## src/rtl/extirq_pkg.sv

```systemverilog
package extirq_pkg;
  localparam int REG_W    = 8;
  localparam int BIT_PDD  = 6;
  localparam int BIT_POL  = 5;
  localparam int BIT_PE   = 4;
  localparam int BIT_FLAG = 3;
  localparam int BIT_ACK  = 2;
  localparam int BIT_IE   = 1;
  localparam int BIT_MODE = 0;

  typedef struct packed {
    logic pdd;
    logic pol;
    logic pe;
    logic ie;
    logic lvl_mode;
  } extirq_cfg_t;
endpackage

```

## src/rtl/extirq_sync.sv

```systemverilog
module extirq_sync #(
  parameter int STAGES = 2
) (
  input  logic clk_i,
  input  logic rst_ni,
  input  logic d_i,
  output logic q_o
);
  logic [STAGES-1:0] ff_q;

  generate
    if (STAGES == 1) begin : g_single
      always_ff @(posedge clk_i or negedge rst_ni) begin
        if (!rst_ni) ff_q <= '0;
        else         ff_q <= d_i;
      end
    end else begin : g_chain
      always_ff @(posedge clk_i or negedge rst_ni) begin
        if (!rst_ni) ff_q <= '0;
        else         ff_q <= {ff_q[STAGES-2:0], d_i};
      end
    end
  endgenerate

  assign q_o = ff_q[STAGES-1];
endmodule

```

## src/rtl/extirq_detect.sv

```systemverilog
module extirq_detect
  import extirq_pkg::*;
(
  input  logic        clk_i,
  input  logic        rst_ni,
  input  logic        smp_i,
  input  extirq_cfg_t cfg_i,
  output logic        event_o,
  output logic        level_act_o
);
  logic prev_q;
  logic rise, fall, edge_hit;

  always_ff @(posedge clk_i or negedge rst_ni) begin
    if (!rst_ni) prev_q <= 1'b0;
    else         prev_q <= smp_i;
  end

  assign rise        = smp_i & ~prev_q;
  assign fall        = ~smp_i & prev_q;
  assign edge_hit    = cfg_i.pol ? rise : fall;
  assign level_act_o = (smp_i == cfg_i.pol);
  assign event_o     = cfg_i.pe & (edge_hit | (cfg_i.lvl_mode & level_act_o));

  // edge-only detection needs the sample to have just crossed into the active level
  p_edge_dir_r4: assert property (@(posedge clk_i) disable iff (!rst_ni)
    (event_o && !cfg_i.lvl_mode) |-> (smp_i == cfg_i.pol) && ($past(smp_i) != cfg_i.pol));
endmodule

```

## src/rtl/extirq_regs.sv

```systemverilog
module extirq_regs
  import extirq_pkg::*;
(
  input  logic             clk_i,
  input  logic             rst_ni,
  input  logic             wr_i,
  input  logic [REG_W-1:0] wdata_i,
  input  logic             event_i,
  input  logic             level_act_i,
  output extirq_cfg_t      cfg_o,
  output logic             flag_o
);
  logic ack;
  logic flag_d;
  logic unused_wbits;

  assign ack          = wr_i & wdata_i[BIT_ACK];
  assign unused_wbits = ^{wdata_i[REG_W-1], wdata_i[BIT_FLAG]};

  always_ff @(posedge clk_i or negedge rst_ni) begin
    if (!rst_ni) begin
      cfg_o <= '0;
    end else if (wr_i) begin
      cfg_o.pdd      <= wdata_i[BIT_PDD];
      cfg_o.pol      <= wdata_i[BIT_POL];
      cfg_o.pe       <= wdata_i[BIT_PE];
      cfg_o.ie       <= wdata_i[BIT_IE];
      cfg_o.lvl_mode <= wdata_i[BIT_MODE];
    end
  end

  // a detection wins over a simultaneous acknowledge
  always_comb begin
    flag_d = flag_o;
    if (ack)     flag_d = 1'b0;
    if (event_i) flag_d = 1'b1;
  end

  always_ff @(posedge clk_i or negedge rst_ni) begin
    if (!rst_ni) flag_o <= 1'b0;
    else         flag_o <= flag_d;
  end

  p_set_needs_pe_r8: assert property (@(posedge clk_i) disable iff (!rst_ni)
    $rose(flag_o) |-> $past(cfg_o.pe));

  p_ack_clears_r6: assert property (@(posedge clk_i) disable iff (!rst_ni)
    (wr_i && wdata_i[BIT_ACK] && !event_i) |=> !flag_o);

  p_level_hold_r6: assert property (@(posedge clk_i) disable iff (!rst_ni)
    (flag_o && cfg_o.lvl_mode && cfg_o.pe && level_act_i) |=> flag_o);

  p_event_wins_r7: assert property (@(posedge clk_i) disable iff (!rst_ni)
    event_i |=> flag_o);
endmodule

```

## src/rtl/extirq_ctrl.sv

```systemverilog
module extirq_ctrl
  import extirq_pkg::*;
#(
  parameter int SYNC_STAGES = 2
) (
  input  logic             clk_i,
  input  logic             rst_ni,
  input  logic             pin_i,
  input  logic             reg_wr_i,
  input  logic [REG_W-1:0] reg_wdata_i,
  output logic [REG_W-1:0] reg_rdata_o,
  output logic             irq_o,
  output logic             pullup_en_o,
  output logic             pulldown_en_o
);
  logic        pin_s;
  logic        evt;
  logic        lvl_act;
  logic        flag;
  extirq_cfg_t cfg;
  logic        pull_on;

  extirq_sync #(.STAGES(SYNC_STAGES)) u_sync (
    .clk_i (clk_i),
    .rst_ni(rst_ni),
    .d_i   (pin_i),
    .q_o   (pin_s)
  );

  extirq_detect u_detect (
    .clk_i      (clk_i),
    .rst_ni     (rst_ni),
    .smp_i      (pin_s),
    .cfg_i      (cfg),
    .event_o    (evt),
    .level_act_o(lvl_act)
  );

  extirq_regs u_regs (
    .clk_i      (clk_i),
    .rst_ni     (rst_ni),
    .wr_i       (reg_wr_i),
    .wdata_i    (reg_wdata_i),
    .event_i    (evt),
    .level_act_i(lvl_act),
    .cfg_o      (cfg),
    .flag_o     (flag)
  );

  always_comb begin
    reg_rdata_o           = '0;
    reg_rdata_o[BIT_PDD]  = cfg.pdd;
    reg_rdata_o[BIT_POL]  = cfg.pol;
    reg_rdata_o[BIT_PE]   = cfg.pe;
    reg_rdata_o[BIT_FLAG] = flag;
    reg_rdata_o[BIT_IE]   = cfg.ie;
    reg_rdata_o[BIT_MODE] = cfg.lvl_mode;
  end

  assign irq_o         = flag & cfg.ie;
  assign pull_on       = cfg.pe & ~cfg.pdd;
  assign pullup_en_o   = pull_on & ~cfg.pol;
  assign pulldown_en_o = pull_on & cfg.pol;

  p_pull_excl_r10: assert property (@(posedge clk_i) disable iff (!rst_ni)
    $onehot0({pullup_en_o, pulldown_en_o}));

  p_irq_needs_flag_r9: assert property (@(posedge clk_i) disable iff (!rst_ni)
    irq_o |-> reg_rdata_o[BIT_FLAG] && reg_rdata_o[BIT_IE]);
endmodule

```

## config.mk

```make
export PLATFORM = sky130hd
export DESIGN_NAME = extirq_ctrl
export DESIGN_NICKNAME = d
export VERILOG_FILES = /design/src/rtl/extirq_pkg.sv /design/src/rtl/extirq_sync.sv /design/src/rtl/extirq_detect.sv /design/src/rtl/extirq_regs.sv /design/src/rtl/extirq_ctrl.sv
export SDC_FILE = /design/constraint.sdc
export NUM_CORES = 1
export LEC_CHECK = 0
export ABC_CLOCK_PERIOD_IN_PS = 1600
export BUFFER_PORTS_ARGS = -buffer_cell sky130_fd_sc_hd__buf_2
export CAP_MARGIN = 5
export CORE_AREA = 2 2 39 41
export CTS_BUF_LIST = sky130_fd_sc_hd__clkbuf_2 sky130_fd_sc_hd__clkbuf_4 sky130_fd_sc_hd__clkbuf_8
export CTS_CLUSTER_SIZE = 16
export DETAILED_ROUTE_END_ITERATION = 16
export DIE_AREA = 0 0 41 43
export PLACE_DENSITY = 0.6
export SLEW_MARGIN = 5
export SYNTH_ARGS = -nofsm -noshare
export SYNTH_HDL_FRONTEND = slang
export SYNTH_HIERARCHICAL = 1
export SYNTH_SLANG_ARGS = --single-unit
```

## constraint.sdc

```tcl
create_clock -name clk_i -period 1.6 [get_ports clk_i]
set_clock_uncertainty 0.2 [all_clocks]
set_input_delay 0.08 -clock clk_i [delete_from_list [all_inputs] [get_ports clk_i]]
set_output_delay 0.08 -clock clk_i [all_outputs]
set_load 0.005 [all_outputs]
```

; Word-level counts from Yosys, hierarchy flattened
; Cells that the tools add are included.
[word_totals]
ff_bits = 9
input_bits = 12
out_inout_bits = 11
[op_classes]
n_eq_ne = 1
n_mux = 3
bitwise_logic = 14
n_reduce_logical = 1
[ops]
columns = op, count
row1 = bitwise AND 1 bit, 9
row2 = inverter 1 bit, 4
row3 = 2-to-1 mux 1 bit, 3
row4 = nonzero test 2 bit, 1
row5 = == test 1 bit, 1
row6 = bitwise OR 1 bit, 1

; Longest topological paths before layout
; Gate-level depths: netlist (run 1).
[logic_depth]
ltp_word = 6
depth_mapped = 4
depth_no_buf = 4

; By module
; The synthesis (run 1) kept the hierarchy.
[by_module_without_submodules]
columns = module, instances, cells_each, area_per_inst_um2
row1 = extirq_regs, 1, 14, 247.7
row2 = extirq_detect, 1, 7, 61.3
row3 = extirq_ctrl, 1, 7, 53.8
row4 = extirq_sync, 1, 2, 50.0

; Worst setup path before layout (run 1)
; OpenSTA, ideal clock, no wires.
[synth_timing]
path_kind = register -> register
startpoint = register u_regs/cfg_o[0] in the netlist's numbering
endpoint = register u_regs.flag_o
t_arrival_ns = 0.788
required_time_ns = 1.282
setup_slack_ns = 0.494
stages_incl_launch_ff = 5
path_buffers = 0
period_less_slack_ns = 1.106
cell_sequence = dfrtp_1 nand2b_1 nand3_1 a21boi_1 a21o_1
[synth_via]
elab_chain_cells = 4
elab_cells_between_ends = 5
classes_between = mux: 1 / bitwise: 3 / reduce/logical: 1
[synth_rtl]
columns = element, line
row1 = start: declaration, extirq_regs.sv:10  ; output extirq_cfg_t cfg_o,
row2 = bitwise AND 1 bit *, extirq_detect.sv:23  ; assign event_o = cfg_i.pe & (edge_hit | (cfg_i.lvl_mode & level_act_o));
row3 = bitwise OR 1 bit *, extirq_detect.sv:23
row4 = bitwise AND 1 bit *, extirq_detect.sv:23
row5 = via evt, extirq_ctrl.sv:17  ; logic evt;
row6 = 2-to-1 mux 1 bit / nonzero test 2 bit (equally long branches), --
row7 = end signal: assignment, extirq_regs.sv:41  ; else flag_o <= flag_d;
row8 = end: declaration, extirq_regs.sv:11  ; output logic flag_o
; The timed path passes the listed nets; every way through them passes the cells marked *.
; A chain may end at the register's enable or synchronous reset.

; Worst setup path after layout (run 1)
[layout_timing]
startpoint = input reg_wdata_i[2]
endpoint = register u_regs.flag_o
[layout_via]
elab_chain_cells = 2
[layout_rtl]
columns = element, line
row1 = start: declaration, extirq_ctrl.sv:10  ; input logic [REG_W-1:0] reg_wdata_i,
row2 = bitwise AND 1 bit, extirq_regs.sv:17  ; assign ack = wr_i & wdata_i[BIT_ACK];
row3 = nonzero test 2 bit (no line), --
; No other way between the ends.

==> impl_metrics.py, run 1 <==
metrics = {
    "die": {
        "io_pins": 23,
        "rows": 14,
        "core-area_sq_mm": 0.00138,
        "die_height_um": 43,
        "initial_core_util_pct": 29.2,
        "die_x_um": 41,
        "design.die.area_sq_mm": 0.00176,
    },
    "power_and_ir_drop": {
        "p_clk_share_pct": 33.1,
        "powerDensity_mw_per_mm2": 901,
        "swShare_pct": 22.6,
        "p_switching_uw": 127,
        "cellLeakagePower_nw": 0.322,
        "finalPower_uw": 563,
        "seqPwrFrac_pct": 47.9,
        "p_int_uw": 435,
        "pwr-share-comb_pct": 19.1,
        "ir_worst_vdd_mv": 0.492,
    },
    "detailed_routing": {
        "detail_route.wl_per_cell_um": 10.3,
        "vias": 312,
        "routed_wl_um": 770,
        "drt_iter0_markers": 2,
        "viasPerCell": 4.16,
        "drt_pass1_iterations": 2,
        "antenna_left": 0,
        "drc_errors": 0,
    },
    "global_route": {
        "grt_pass1_vias": 295,
        "grt-ovfl-total": 0,
        "antenna_found_initial": 0,
        "grt_max_degree": 7,
        "grt_pass1_wl_um": 1120,
        "grt_usage_pct": 10.0,
    },
    "clocking": {
        "cts-htree-levels": 1,
        "cts_resized": 0,
        "clockRootBuffer": "clkbuf_4",
        "cts_sinks": 9,
        "clk_path_buf_depth": 2,
        "cts_made_buffers": 3,
        "clk_latency_ns": 0.25,
        "ctsHoldBuffers": 11,
        "cts_tree": "done",
        "cts_setup_buffers": 0,
        "clk_pin_slew_ns": 0.06,
    },
    "run": {
        "maxCapViolCount": 0,
    },
    "sta": {
        "period_share_pct": 93.7,
        "hold_slack_ns": 0.0289,
        "timing_hold_violations_final": 0,
        "setup_viol": 0,
        "rsz0062_at_grt": "false",
        "finalCriticalPeriod_ns": 1.50,
        "setup_tns_ns": 0,
        "slew_viol_final": 0,
        "timing.fmax_mhz": 667,
    },
    "logic_synthesis": {
        "avgSynthCellArea_sq_um": 13.9,
        "syn-instance-count": 29,
        "synth_area_sq_um": 404,
        "ys_warn_count": 6,
    },
    "critical_path": {
        "cp-start-kind": "primary input",
        "max_stage_delay_ns": 0.55,
        "crit_chain": "dlygate4sd3_1 -> buf_2 -> nand2_1 -> dlygate4sd3_1 -> a21o_1",
        "worstPathArrival_ns": 1.45,
        "path_common_cell": "dlygate4sd3_1",
        "crit_fanout": 1,
        "endpoint_kind": "flop",
        "path_class": "primary input to flop",
        "slowest_stage": "dlygate4sd3_1",
        "critPathRequiredTime_ns": 1.55,
    },
    "layout": {
        "diodes": 0,
        "layout_common_cells": "buf_2 (18), dlygate4sd3_1 (11), dfrtp_1 (9)",
        "mostFrequentLayoutCell": "buf_2",
        "nets": 72,
        "syn2layout_area_growth_pct": 54.5,
        "drive_gt1_share_pct": 47.5,
    },
    "placed_design": {
        "place_congestion": 0.638,
        "dp_hpwl_um": 503,
        "io_buffers": 18,
    },
    "min_path": {
        "hold_class": "primary input to flop",
    },
    "run_status": {
        "outcome": "finished, final reports clean",
    },
}
registers in the layout (all words and copies together), names as in the netlist:
signal and flops:
u_detect/prev_q 1, u_regs/cfg_o 5, u_regs/flag_o 1, u_sync/ff_q 2
per-layer routing:
layer / track usage (%) / vias to the layer above / wire, um
met2: 15.3 / 18 / 359
li1: - / 154 / -
met3: 6.28 / 0 / 60
met1: 10.5 / 140 / 349
met4: 4.00 / 0 / 0
met5: 0 / - / 0
metrics by stage:
stage	std cells	worst slack, ns	cell area, sq um	utilization [%]
finish	75	0.101	624	45.1
CTS	75	0.112	624	45.1
global placement	60	0.475	484	35.0
detailed placement	60	0.471	484	35.0
global route	75	0.0720	624	45.1
floorplan	30	0.494	408	-
path summary, 6_finish.rpt:
check	slack [ns]	from	cells after the start	endpoint
setup / recovery	0.10	reg_wdata_i[2]	5	u_regs/flag_o
hold / removal	0.03	reg_wr_i	2	u_regs/cfg_o[4]
setup reg to reg	0.47	u_regs/cfg_o[3]	4	u_regs/flag_o
hold reg to reg	0.15	u_sync/ff_q[0]	0	u_sync/ff_q[1]
max in group asynchronous	0.46	rst_ni	3	u_regs/cfg_o[2]
min in group asynchronous	0.54	rst_ni	3	u_regs/cfg_o[4]
power by group through the flow:
stage | Combinational (mW) | Clock (mW) | Sequential, mW
floorplan | 0.0579 | 0 | 0.271
global placement | 0.0867 | 0 | 0.272
detailed placement | 0.0876 | 0 | 0.273
CTS | 0.108 | 0.198 | 0.270
global route | 0.119 | 0.214 | 0.273
finish | 0.107 | 0.186 | 0.269
worst max-delay path: cells and delay by family:
| kind | cells | cell delay, ns |
|---|---|---|
| buffers and inverters | 3 | 1.16 |
| AO/OA/AOI/OAI | 1 | 0.17 |
| AND/OR/NAND/NOR | 1 | 0.03 |
layout make-up:
| type | instances | area [sq um] |
|---|---|---|
| timing repair buffer | 29 | 200 |
| fill | 141 | 759 |
| multi-input combinational | 17 | 149 |
| sequential | 9 | 225 |
| clock buffer | 4 | 30.0 |
| tap | 16 | 20.0 |
Note: power is estimated with default switching activity, not from simulation.
==> run 2: changes to the inputs <==
Settings changed: ABC_CLOCK_PERIOD_IN_PS 1600 to 1360, PLACE_DENSITY 0.6 to 0.63, SLEW_MARGIN 5 to 20.
Clock period 1.6 ns to 1.36 ns, I/O delays scaled along.
==> run 2 against run 1 <==
The run now ends with negative hold slack left. Flip-flop and latch count stayed put. Register-to-register slack worse by 0.25 ns. Cell count is 2.7% lower. Sequential share of layout area is 1.2 points higher. Global-route usage is 0.90 points higher. Final area is 3.2% lower. Critical path depth is 3 lower. Routed wire length is 2.3% higher. Clock-buffer cell count stayed put. Hold slack worse by 0.037 ns. First-iteration DRC count is 50% lower. Combinational power is 14% higher. Largest power group unchanged. Highest routed layer unchanged.
==> impl_metrics.py, run 2 (synthesis gave the netlist of run 1 again) <==
metrics = {
    "clocking": {
        "clockRootBuffer": "clkbuf_4",
        "cts-htree-levels": 1,
        "cts_setup_buffers": 0,
        "clk_path_buf_depth": 2,
        "cts_resized": 0,
        "cts_sinks": 9,
        "clk_latency_ns": 0.25,
        "cts_tree": "done",
        "clk_pin_slew_ns": 0.06,
        "ctsHoldBuffers": 9,
        "cts_made_buffers": 3,
    },
    "critical_path": {
        "cp-start-kind": "flop",
        "crit_fanout": 6,
        "endpoint_kind": "output port",
        "path_class": "flop to output port",
        "worstPathArrival_ns": 1.03,
        "critPathRequiredTime_ns": 1.09,
    },
    "die": {
        "io_pins": 23,
        "rows": 14,
        "initial_core_util_pct": 29.2,
        "die_x_um": 41,
        "core-area_sq_mm": 0.00138,
        "die_height_um": 43,
        "design.die.area_sq_mm": 0.00176,
    },
    "sta": {
        "period_share_pct": 95.3,
        "rsz0062_at_grt": "false",
        "hold_slack_ns": -0.00773,
        "slew_viol_final": 0,
        "finalCriticalPeriod_ns": 1.30,
        "setup_slack_ns": 0.0642,
        "setup_tns_ns": 0,
        "timing_hold_violations_final": 4,
        "setup_viol": 0,
        "timing.fmax_mhz": 772,
    },
    "global_route": {
        "grt-ovfl-total": 0,
        "antenna_found_initial": 0,
        "grt_max_degree": 10,
        "grt_usage_pct": 10.9,
        "grt_pass1_wl_um": 1260,
        "grt_pass1_vias": 323,
    },
    "layout": {
        "mostFrequentLayoutCell": "buf_2",
        "multi_input_area_sq_um": 149,
        "syn2layout_area_growth_pct": 49.5,
        "drive_gt1_share_pct": 49.1,
        "diodes": 0,
        "largest-register": "u_regs/cfg_o",
        "fillers": 132,
        "regArea_sq_um": 225,
        "layout_common_cells": "buf_2 (18), dlygate4sd3_1 (9), dfrtp_1 (9)",
        "nets": 70,
        "largest_register_ffs": 5,
        "reg.largest.list": "u_regs/cfg_o: 5 flops, u_sync/ff_q: 2 flops",
    },
    "detailed_routing": {
        "drc_errors": 0,
        "routed_wl_um": 788,
        "drt_pass1_iterations": 2,
        "detail_route.wl_per_cell_um": 10.8,
        "antenna_left": 0,
        "vias": 312,
        "drt_iter0_markers": 1,
        "viasPerCell": 4.27,
    },
    "power_and_ir_drop": {
        "powerDensity_mw_per_mm2": 1090,
        "cellLeakagePower_nw": 0.315,
        "ir_worst_vdd_mv": 0.484,
    },
    "run_status": {
        "violations": "negative hold slack",
        "outcome": "complete, but fails checks",
    },
    "placed_design": {
        "pre_cts_slack_ns": 0.226,
        "io_buffers": 18,
        "place_congestion": 0.661,
    },
    "min_path": {
        "hold_class": "primary input to async pin",
    },
    "run": {
        "maxCapViolCount": 0,
    },
}
## run 2: per-layer routing
metal  track usage (%)  part of all wire [%]  vias up
met1              12.2                    40      146
met5                 0                     0        -
met4              4.00                     0        0
li1                  -                     -      149
met2              16.6                    51       17
met3              6.28                   8.1        0
## run 2: path summary, 6_finish.rpt
check	slack [ns]	start	cells after the start	endpoint
setup reg to reg	0.22	u_regs/cfg_o[0]	4	u_regs/flag_o
max in group asynchronous	0.78	rst_ni	2	u_regs/cfg_o[3]
min in group clk_i	0.16	u_sync/ff_q[0]	0	u_sync/ff_q[1]
hold reg to reg	0.16	u_sync/ff_q[0]	0	u_sync/ff_q[1]
hold / removal	-0.008	rst_ni	2	u_regs/cfg_o[0]
setup / recovery	0.06	u_regs/cfg_o[3]	2	pulldown_en_o
## run 2: power by group
group          internal, mW  switching, mW  total [mW]  leakage (nW)
clock network         0.133         0.0863       0.219        0.0184
logic                0.0821         0.0397       0.122         0.192
registers             0.294         0.0243       0.318         0.105
## run 2: stage by stage
step | area [sq um] | total power, mW | std cells | utilization, %
3_5_place_dp | 484 | 0.426 | 60 | 35.0
3_3_place_gp | 484 | 0.423 | 60 | 35.0
4_1_cts | 604 | 0.666 | 73 | 43.7
6_report | 604 | 0.659 | 73 | 43.7
2_1_floorplan | 408 | 0.387 | 30 | -
5_1_grt | 604 | 0.692 | 73 | 43.7
## run 2: layout make-up
class                      instances  share of cell area (%)
clock buffer                       4                    4.97
multi-input combinational         17                    24.6
sequential                         9                    37.3
tap                               16                    3.31
timing repair buffer              27                    29.8
## run 2: critical path, stage by stage (launching register included)
cell,delay (ns)
dfrtp_1,0.45
and3b_1,0.21
buf_2,0.12
==> run 3: changes to the inputs <==
==> constraint.sdc (replaced) <==
create_clock -name clk_i -period 1.36 [get_ports clk_i]
set_clock_uncertainty 0.2 [all_clocks]
set_input_delay 0.34 -clock clk_i [delete_from_list [all_inputs] [get_ports clk_i]]
set_output_delay 0.34 -clock clk_i [all_outputs]
set_load 0.005 [all_outputs]
==> run 3 against run 2 <==
The run ends with negative setup slack left. Routed wire length decreased by 7.7%. Cell count unchanged. Highest routed layer unchanged. Clock power hardly changed. Sequential share of layout area up 1.1 points. Critical path depth unchanged. Via count increased by 0.32%. Largest cell class unchanged. Flip-flop and latch count unchanged. Non-clock buffer count unchanged. Maximum frequency shrank 14%. Final area is 2.9% lower. Hold slack better by 0.12 ns. Power grew 1.9%.
==> impl_metrics.py, run 3 (synthesis gave the netlist of run 1 again) <==
metrics = {
    "sta": {
        "setup_slack_ns": -0.152,
        "setup_viol": 5,
        "slew_viol_final": 0,
        "timing_hold_violations_final": 0,
        "period_share_pct": 111,
        "finalCriticalPeriod_ns": 1.51,
        "timing.fmax_mhz": 661,
        "rsz0062_at_grt": "true",
    },
    "layout": {
        "stdcell_count": 73,
        "fillers": 132,
        "fin_util_pct": 42.4,
        "regArea_sq_um": 225,
        "nets": 70,
        "diodes": 0,
        "largest_register_ffs": 5,
        "multi_input_area_sq_um": 149,
        "drive_gt1_share_pct": 61.4,
        "mostFrequentLayoutCell": "buf_2",
        "syn2layout_area_growth_pct": 45.2,
        "layout_common_cells": "buf_2 (18), dfrtp_1 (9), buf_4 (7)",
        "largest-register": "u_regs/cfg_o",
        "stdcell_area_sq_um": 587,
        "reg.largest.list": "u_regs/cfg_o: 5 flops, u_sync/ff_q: 2 flops",
    },
    "die": {
        "io_pins": 23,
        "rows": 14,
        "die_x_um": 41,
        "initial_core_util_pct": 29.2,
        "design.die.area_sq_mm": 0.00176,
        "die_height_um": 43,
        "core-area_sq_mm": 0.00138,
    },
    "power_and_ir_drop": {
        "cellLeakagePower_nw": 0.320,
        "p_int_uw": 520,
        "powerDensity_mw_per_mm2": 1140,
        "swShare_pct": 22.6,
        "seqPwrFrac_pct": 46.5,
        "p_clk_share_pct": 32.4,
        "ir_worst_vdd_mv": 0.484,
        "pwr-share-comb_pct": 21.1,
        "p_switching_uw": 151,
    },
    "detailed_routing": {
        "routed_wl_um": 727,
        "drt_pass1_iterations": 2,
        "drt_iter0_markers": 2,
        "vias": 313,
        "drc_errors": 0,
        "viasPerCell": 4.29,
        "detail_route.wl_per_cell_um": 9.96,
        "antenna_left": 0,
    },
    "critical_path": {
        "critPathRequiredTime_ns": 0.82,
        "endpoint_kind": "output port",
        "worstPathArrival_ns": 0.97,
        "regToRegSetupSlack_ns": 0.13,
        "path_class": "flop to output port",
        "reg2regPathDepth": 5,
        "cp-start-kind": "flop",
        "crit_fanout": 4,
        "worst_r2r_startpoint": "u_regs/cfg_o[0]",
        "r2r_end": "u_regs/flag_o",
    },
    "clocking": {
        "clk_pin_slew_ns": 0.06,
        "cts-htree-levels": 1,
        "cts_made_buffers": 3,
        "cts_sinks": 9,
        "clk_latency_ns": 0.25,
        "cts_tree": "done",
        "clockRootBuffer": "clkbuf_4",
        "clk_path_buf_depth": 2,
    },
    "placed_design": {
        "postPlaceCellArea_sq_um": 492,
        "dp.cells": 61,
        "pre_cts_slack_ns": 0.110,
        "io_buffers": 18,
        "place_congestion": 0.658,
    },
    "global_route": {
        "antenna_found_initial": 0,
        "grt_pass1_vias": 307,
        "grt_usage_pct": 10.8,
        "grt_max_degree": 10,
        "grt-ovfl-total": 0,
        "grt_pass1_wl_um": 1190,
    },
    "min_path": {
        "hp-start": "reg_wdata_i[4]",
        "hold_end": "u_regs/cfg_o[2]",
        "hold_depth": 2,
        "hold_class": "primary input to flop",
    },
    "run_status": {
        "violations": "negative setup slack",
        "outcome": "complete, but fails checks",
    },
    "run": {
        "maxCapViolCount": 0,
    },
}
-- run 3: cell count changes in the layout (fill, tap and decap cells not counted), sizes merged --
cell,delta
dlygate4sd3,-7
buf,+7
-- run 3: metrics by stage --
step	power [mW]	hold WS [ns]	setup TNS, ns
final	0.671	0.116	-0.546
after floorplan	0.387	-0.156	0
after global placement	0.428	0.0000986	0
after global routing	0.719	0.107	-0.845
after detailed placement	0.430	-0.000136	0
after CTS	0.670	0.111	-0.507
-- run 3: how the worst max path moves through the flow --
| stage | startpoint | to | slack, ns | cells after the start |
|---|---|---|---|---|
| after floorplan | u_regs/cfg_o[4] | pulldown_en_o | 0.20 | 1 |
| after global placement | u_regs/cfg_o[4] | pulldown_en_o | 0.11 | 2 |
| after detailed placement | u_regs/cfg_o[4] | pulldown_en_o | 0.11 | 2 |
| after CTS | u_regs/cfg_o[4] | pulldown_en_o | -0.17 | 2 |
| after global routing | u_regs/cfg_o[4] | pulldown_en_o | -0.21 | 2 |
| final | u_regs/cfg_o[4] | pulldown_en_o | -0.15 | 2 |
-- run 3: layout make-up --
class                   count  share of cell area (%)
flip-flops and latches      9                    38.4
well taps                  16                    3.41
multi-input cells          17                    25.4
repair buffers             27                    27.7
clock buffers               4                    5.12
-- run 3: per-layer routing --
layer,up-vias,part of all wire (%),track usage [%],wire length [um]
met1,145,48,15.5,346
li1,151,-,-,-
met2,17,44,12.2,318
met4,0,0,8.00,0
met3,0,8.5,4.71,62
met5,-,0,0,0
-- run 3: timing repair --
action	in CTS	in global routing
resized for setup	0	0
pin swaps	1	0
hold endpoints to repair	10	0
endpoints found under the setup margin	5	7
hold buffers	2	0
setup buffers	3	3
-- run 3: critical path, stage by stage (launching register included) --
cell and delay, ns:
dfrtp_1 0.41, and3b_1 0.21, buf_2 0.10
-- run 3: power by group through the flow --
| stage | logic (mW) | registers (mW) | clock network [mW] |
|---|---|---|---|
| 2_1_floorplan | 0.0681 | 0.319 | 0 |
| 3_3_place_gp | 0.109 | 0.319 | 0 |
| 3_5_place_dp | 0.110 | 0.319 | 0 |
| 4_1_cts | 0.129 | 0.313 | 0.227 |
| 5_1_grt | 0.156 | 0.315 | 0.248 |
| 6_report | 0.142 | 0.312 | 0.218 |
